`src/rtl/ptagFilterPkg.sv`:
```
package ptagFilterPkg;
  typedef struct packed {
    logic incEn;   // apply a fill this cycle
    logic decEn;   // apply an eviction this cycle
    logic lookEn;  // a captured query is answered this cycle
  } filterStrobe_t;
endpackage

```
`src/rtl/ptagFilterCtrl.sv`:
```
module ptagFilterCtrl
  import ptagFilterPkg::*;
#(
  parameter int KEY_W = 8
) (
  input  logic             clk,
  input  logic             rstN,
  input  logic             fillValid,
  input  logic             evictValid,
  input  logic             queryValid,
  input  logic [KEY_W-1:0] queryTag,
  output filterStrobe_t    strobe,
  output logic [KEY_W-1:0] lookTag
);
  logic             qPend;
  logic [KEY_W-1:0] qTagQ;

  // Updates act at this edge; the captured query is answered next cycle,
  // so it always observes them.
  always_ff @(posedge clk or negedge rstN) begin
    if (!rstN) begin
      qPend <= 1'b0;
      qTagQ <= '0;
    end else begin
      qPend <= queryValid;
      if (queryValid) qTagQ <= queryTag;
    end
  end

  always_comb begin
    strobe.incEn  = fillValid;
    strobe.decEn  = evictValid;
    strobe.lookEn = qPend;
  end
  assign lookTag = qTagQ;

  AST_QUERY_ANSWERED: assert property (@(posedge clk) disable iff (!rstN)
    queryValid |=> strobe.lookEn);
  AST_NO_SPURIOUS_RESP: assert property (@(posedge clk) disable iff (!rstN)
    !queryValid |=> !strobe.lookEn);
  AST_KEY_HELD: assert property (@(posedge clk) disable iff (!rstN)
    queryValid |=> (lookTag == $past(queryTag)));
endmodule

```
`src/rtl/ptagFilterDatapath.sv`:
```
module ptagFilterDatapath
  import ptagFilterPkg::*;
#(
  parameter int IDX_W    = 5,
  parameter int CNT_W    = 4,
  parameter int PT_W     = 3,
  parameter int NUM_HASH = 1
) (
  input  logic                          clk,
  input  logic                          rstN,
  input  filterStrobe_t                 strobe,
  input  logic [NUM_HASH*IDX_W+PT_W-1:0] fillTag,
  input  logic [NUM_HASH*IDX_W+PT_W-1:0] evictTag,
  input  logic [NUM_HASH*IDX_W+PT_W-1:0] lookTag,
  output logic                          lookMiss
);
  localparam int ENTRIES = 1 << IDX_W;
  localparam int PT_LSB  = NUM_HASH * IDX_W;
  localparam logic [CNT_W-1:0] CNT_MAX = {CNT_W{1'b1}};

  logic [CNT_W-1:0] cntQ   [ENTRIES];
  logic             zeroQ  [ENTRIES];
  logic             singleQ[ENTRIES];
  logic [PT_W-1:0]  ptagQ  [ENTRIES];

  logic [IDX_W-1:0] fillIdx [NUM_HASH];
  logic [IDX_W-1:0] evictIdx[NUM_HASH];
  logic [IDX_W-1:0] lookIdx [NUM_HASH];
  logic [ENTRIES-1:0] fillSel, evictSel;
  logic [PT_W-1:0] fillPt, evictPt, lookPt;

  assign fillPt  = fillTag [PT_LSB +: PT_W];
  assign evictPt = evictTag[PT_LSB +: PT_W];
  assign lookPt  = lookTag [PT_LSB +: PT_W];

  // Bit-slice hashes; an entry chosen by several hashes is updated once.
  always_comb begin
    fillSel  = '0;
    evictSel = '0;
    for (int h = 0; h < NUM_HASH; h++) begin
      fillIdx[h]  = fillTag [h*IDX_W +: IDX_W];
      evictIdx[h] = evictTag[h*IDX_W +: IDX_W];
      lookIdx[h]  = lookTag [h*IDX_W +: IDX_W];
      fillSel[fillIdx[h]]   = strobe.incEn;
      evictSel[evictIdx[h]] = strobe.decEn;
    end
  end

  for (genvar e = 0; e < ENTRIES; e++) begin : gEntry
    logic             incApplied, decApplied;
    logic [CNT_W-1:0] cntNext;
    logic [PT_W-1:0]  ptNext;

    always_comb begin
      incApplied = fillSel[e] && (cntQ[e] != CNT_MAX);
      decApplied = evictSel[e] && (cntQ[e] != '0) && (cntQ[e] != CNT_MAX);
      cntNext = cntQ[e] + {{(CNT_W-1){1'b0}}, incApplied}
                        - {{(CNT_W-1){1'b0}}, decApplied};
      ptNext = ptagQ[e] ^ (incApplied ? fillPt : '0) ^ (decApplied ? evictPt : '0);
    end

    always_ff @(posedge clk or negedge rstN) begin
      if (!rstN) begin
        cntQ[e]    <= '0;
        zeroQ[e]   <= 1'b1;
        singleQ[e] <= 1'b0;
        ptagQ[e]   <= '0;
      end else if (fillSel[e] || evictSel[e]) begin
        cntQ[e]    <= cntNext;
        zeroQ[e]   <= (cntNext == '0);
        singleQ[e] <= (cntNext == CNT_W'(1));
        ptagQ[e]   <= ptNext;
      end
    end

    AST_FILL_STEP: assert property (@(posedge clk) disable iff (!rstN)
      (fillSel[e] && !evictSel[e] && cntQ[e] != CNT_MAX)
        |=> (cntQ[e] == $past(cntQ[e]) + CNT_W'(1)));
    AST_FILL_PTAG: assert property (@(posedge clk) disable iff (!rstN)
      (fillSel[e] && !evictSel[e] && cntQ[e] != CNT_MAX)
        |=> (ptagQ[e] == ($past(ptagQ[e]) ^ $past(fillPt))));
    AST_SAT_STICKY: assert property (@(posedge clk) disable iff (!rstN)
      (cntQ[e] == CNT_MAX) |=> (cntQ[e] == CNT_MAX));
    AST_NO_UNDERFLOW: assert property (@(posedge clk) disable iff (!rstN)
      (cntQ[e] == '0 && !fillSel[e]) |=> (cntQ[e] == '0 && $stable(ptagQ[e])));
  end

  // Query: empty -> miss; all singletons with a foreign partial tag -> miss.
  logic anyZero, allSingle, ptMismatch;
  always_comb begin
    anyZero    = 1'b0;
    allSingle  = 1'b1;
    ptMismatch = 1'b0;
    for (int h = 0; h < NUM_HASH; h++) begin
      anyZero    = anyZero | zeroQ[lookIdx[h]];
      allSingle  = allSingle & singleQ[lookIdx[h]];
      ptMismatch = ptMismatch | (ptagQ[lookIdx[h]] != lookPt);
    end
    lookMiss = anyZero || (allSingle && ptMismatch);
  end
endmodule

```
`src/rtl/ptagMissFilter.sv`:
```
module ptagMissFilter
  import ptagFilterPkg::*;
#(
  parameter int IDX_W    = 5,
  parameter int CNT_W    = 4,
  parameter int PT_W     = 3,
  parameter int NUM_HASH = 1
) (
  input  logic                           clk,
  input  logic                           rstN,
  input  logic                           fillValid,
  input  logic [NUM_HASH*IDX_W+PT_W-1:0] fillTag,
  input  logic                           evictValid,
  input  logic [NUM_HASH*IDX_W+PT_W-1:0] evictTag,
  input  logic                           queryValid,
  input  logic [NUM_HASH*IDX_W+PT_W-1:0] queryTag,
  output logic                           respValid,
  output logic                           respMiss
);
  localparam int KEY_W = NUM_HASH * IDX_W + PT_W;

  filterStrobe_t    strobe;
  logic [KEY_W-1:0] lookTag;
  logic             lookMiss;

  ptagFilterCtrl #(.KEY_W(KEY_W)) u_ctrl (
    .clk(clk), .rstN(rstN),
    .fillValid(fillValid), .evictValid(evictValid),
    .queryValid(queryValid), .queryTag(queryTag),
    .strobe(strobe), .lookTag(lookTag)
  );

  ptagFilterDatapath #(
    .IDX_W(IDX_W), .CNT_W(CNT_W), .PT_W(PT_W), .NUM_HASH(NUM_HASH)
  ) u_datapath (
    .clk(clk), .rstN(rstN), .strobe(strobe),
    .fillTag(fillTag), .evictTag(evictTag), .lookTag(lookTag),
    .lookMiss(lookMiss)
  );

  assign respValid = strobe.lookEn;
  assign respMiss  = strobe.lookEn && lookMiss;
endmodule

```
`config.mk`:
```
export PLATFORM = sky130hd
export DESIGN_NAME = ptagMissFilter
export DESIGN_NICKNAME = d
export VERILOG_FILES = /design/src/rtl/ptagFilterPkg.sv /design/src/rtl/ptagFilterCtrl.sv /design/src/rtl/ptagFilterDatapath.sv /design/src/rtl/ptagMissFilter.sv
export SDC_FILE = /design/constraint.sdc
export NUM_CORES = 1
export LEC_CHECK = 0
export CAP_MARGIN = 10
export CORE_UTILIZATION = 60
export DETAILED_ROUTE_END_ITERATION = 8
export DONT_BUFFER_PORTS = 1
export PLACE_DENSITY = 0.75
export SETUP_SLACK_MARGIN = 0.3
export SLEW_MARGIN = 20
export SYNTH_ARGS = -nofsm -noshare
export SYNTH_HDL_FRONTEND = slang
export SYNTH_SLANG_ARGS = --single-unit
```
`constraint.sdc`:
```
create_clock -name clk -period 3.7 [get_ports clk]
set_clock_uncertainty 0.2 [all_clocks]
set_input_delay 0.555 -clock clk [delete_from_list [all_inputs] [get_ports clk]]
set_output_delay 0.555 -clock clk [all_outputs]
set_load 0.02 [all_outputs]
```
==> results.yml <==
floorplan:
  die_width_um: 184
  initial_core_util_pct: 60.8
  die_height_um: 184
  pin_count: 31
  floorplan.core_area_sq_um: 32500
  std_cell_rows: 66
  fp.dieArea_sq_um: 33700
timing:
  finalMaxSlewViolations: 0
  finalWorstPathRequiredPeriod_ns: 3.62
  upper_clock_frequency_limit_ghz: 0.276
  final.setup.tns_ns: 0
  finalCritPeriodShare_pct: 97.8
  grt_setup_unrepaired: "true"
  whs_ns: -0.449
  hold_viol_final: 276
  worst_case_setup_margin_in_the_final_layout_ns: 0.0817
  finalSetupViolations: 0
  slew_headroom_pct: 37.3
  tightestPinTransition_ns: 0.941
synth:
  yosysUniqueCellTypes: 44
  yosys_register_bits: 297
  syn_inst: 2070
  synthTopCellsByCount: "415 x nand2_1, 265 x dfrtp_1, 228 x xnor2_1"
  synth.net_count: 2323
  synth_ff_type: "dfrtp_1"
  syn-mean-instance-area_sq_um: 9.56
  number_of_warning_messages_in_the_yosys_log: 0
  share_of_async_settable_or_async_resettable_flops_after_synthesis_pct: 100
  ys_seq_area_share_pct: 37.7
  cell_accounting_for_the_most_synthesized_area: "dfrtp_1"
  synth.most_common_cell: "nand2_1"
  synthesis.area_sq_um: 19800
  synth_area_leaders: "dfrtp_1 34%, ha_1 12%, xnor2_1 10%"
  synth-edff-count: 0
  netlist.area_leader.share_pct: 33.5
clocking:
  clk-insertion-delay-late_ns: 0.52
  clock-sinks: 297
  numCtsBuffers: 36
  clkSlewWorstSetupHoldPaths_ns: 0.05
  cts-root-to-sink-buffers: 3
  tritoncts_clock_tree: "yes"
  ctsHtreeMaxLevel: 2
  cts-root-buf: "clkbuf_16"
  cts_hold_buffers: 10
power_and_ir_drop:
  fraction_of_power_consumed_by_combinational_cells_pct: 38.8
  ir_drop_mv: 0.409
  swShare_pct: 36.9
  share_seq_of_total_power_pct: 38.8
  pwr_density_cell_nw_per_um2: 672
  power.static_leakage_uw: 0.0101
  p_switching_uw: 5440
  p_int_uw: 9280
  proportion_of_power_drawn_by_the_clock_network_pct: 22.4
drt:
  via_count: 15000
  routed_via_density: 5.74
  drt-wirelength-per-cell_um: 18.4
  initialDrtViolationCount: 1013
  drt-total-wl_mm: 48.0
  ant_nets: 0
  detailedRoute.firstPassIterationCount: 5
  route.detailed.drc: 0
place:
  buffer_ports.inserted: 0
  hpwl_mm: 33.2
  place_worst_setup_slack_ns: 0.310
  placed_cells_incl_taps: 2528
  place.gp.congestion: 0.866
job:
  max_cap_viol_count: 0
global_route:
  globalRouteOverflowTotal: 0
  track_usage_pct: 30.1
  grt_first_pass_wirelength_mm: 79.7
  antenna_violations_before_repair: 1
  grt_max_degree: 298
  grt_pass1_vias: 15600
finish:
  areaGrowthSynthToFinish_pct: 10.7
  layout_cell_share_with_drive_strength_beyond_1_pct: 10.1
  final_core_util_pct: 67.4
  layoutNonFillerInstCount: 2613
  finish.net_count: 2396
critical_path:
  worst-r2r-setup-slack_ns: 0.70
  path_buf_inv: 2
  crit_path_max_fanout: 5
  cp.arrival_ns: 2.86
  timing.critical_path.to_type: "output port"
  cell_chain_critical_path: "buf_12 -> mux4_4 -> mux4_2 -> mux2i_2 -> nand3_1 -> nand2_1 -> a41oi_2 -> buf_6"
  timing.critical_path.max_delay_family: "multiplexers"
  timing.critical_path.slowest_stage_cell: "mux4_4"
  setup.worst_path.class: "register to output port"
  critPathRequiredTime_ns: 2.94
  worst_path_largest_cell_delay_ns: 0.65
  critPathLaunchType: "register"
hold_path:
  type_of_the_most_critical_hold_path: "primary input to async pin"
status:
  status: "finished, violations left"
  violations: "negative hold slack"
==> kinds of logic after synthesis <==
| group | after synthesis | share of synthesized area [%] |
|---|---|---|
| muxes | 81 | 6.54 |
| xor gates and xnor gates | 259 | 11.5 |
| adders and majority gates | 224 | 15.4 |
| DFF | 297 | 37.7 |
| AOI/OAI and AO/OA | 288 | 9.30 |
| and+or+nand+nor | 654 | 14.1 |
| buffers and inverters | 267 | 5.44 |
==> stage by stage <==
stage | total power [uW] | cell area (sq um) | hold slack [ns]
global placement | 11000 | 20600 | 0.0781
finish | 14700 | 21900 | -0.449
CTS | 14700 | 21900 | -0.465
global route | 15800 | 21900 | -0.466
detailed placement | 11300 | 20600 | 0.0785
floorplan | 9920 | 19800 | 0.0594
==> power groups by stage <==
stage	Clock (uW)	Combinational, uW	Sequential [uW]
after floorplan	0	4540	5380
after global placement	0	5300	5660
after detailed placement	0	5570	5720
after CTS	3350	5710	5690
after global routing	3490	6450	5880
final	3290	5720	5710
==> sequential cells by signal (all words and copies together) (netlist names) <==
signal and flops:
u_ctrl.lookTag 8, u_datapath.ptagQ 96, u_datapath.singleQ 32, u_ctrl.qPend 1
u_datapath.zeroQ 32, u_datapath.cntQ 128
==> routing by layer <==
layer	vias up	global-route usage, %	part of all wire [%]
li1	7010	-	-
met1	7361	40.2	42
met2	495	48.2	46
met3	134	5.74	7.9
met4	0	12.2	4.1
met5	-	0	0
==> layout by cell type (no fill, tap or decap), types with 8 or more instances in the layout <==
cell	synthesis	routed
and2_1	23	23
xor2_1	31	31
a21oi_1	90	90
dlygate4sd3_1	0	10
a311oi_1	20	20
ha_1	192	192
mux2i_1	24	23
and3_1	37	37
dfstp_2	32	32
mux2_2	25	25
a21o_1	32	32
mux4_2	18	24
and3b_1	11	11
nand3_1	33	33
nand4_1	8	8
nand2_1	415	415
xnor2_1	228	228
dfrtp_1	265	263
o31ai_1	23	23
o21ai_0	90	90
inv_1	226	226
clkbuf_1	25	16
a311oi_2	14	14
clkbuf_16	0	37
fa_1	32	32
nor2_1	110	110
buf_4	4	56
==> what timing repair did <==
| action | 4_1_cts | 5_1_grt |
|---|---|---|
| setup endpoints to repair | 1 | 1 |
| pin swaps | 1 | 1 |
| gates resized for setup | 10 | 2 |
| cloned | 3 | 0 |
| endpoints found under the hold margin | 306 | 297 |
| setup buffers | 6 | 0 |
==> worst register-to-register path: stages (launching register included) <==
cell      delay (ns)
dfrtp_1         0.40
ha_1            0.22
and3_1          0.16
a311oi_1        0.38
ha_1            0.32
inv_1           0.07
ha_1            0.18
inv_1           0.07
fa_1            0.39
xor2_1          0.21
nand3_1         0.12
o31ai_1         0.22
==> layout make-up <==
class / count / area, sq um
Sequential cell: 297 / 7480
Multi-Input combinational cell: 1506 / 11200
Clock buffer: 56 / 1030
Fill cell: 2533 / 10600
Antenna cell: 1 / 2.50
Inverter: 227 / 852
Tap cell: 442 / 553
Timing Repair Buffer: 75 / 716
Clock inverter: 9 / 55.1
==> path summary, 6_finish.rpt <==
check | cells past startpoint | to | start
max in group asynchronous | 0 | u_ctrl.lookTag[2] | rstN
worst min-delay path | 0 | u_datapath.cntQ[17] | rstN
worst max register to register | 11 | u_datapath.zeroQ[2] | u_datapath.cntQ[10]
worst max-delay path | 8 | respMiss | u_ctrl.lookTag[0]
worst min register to register | 1 | u_datapath.ptagQ[28] | u_datapath.ptagQ[28]
min in group clk | 2 | u_ctrl.lookTag[4] | queryValid
Note: power is estimated with default switching activity, not from simulation.
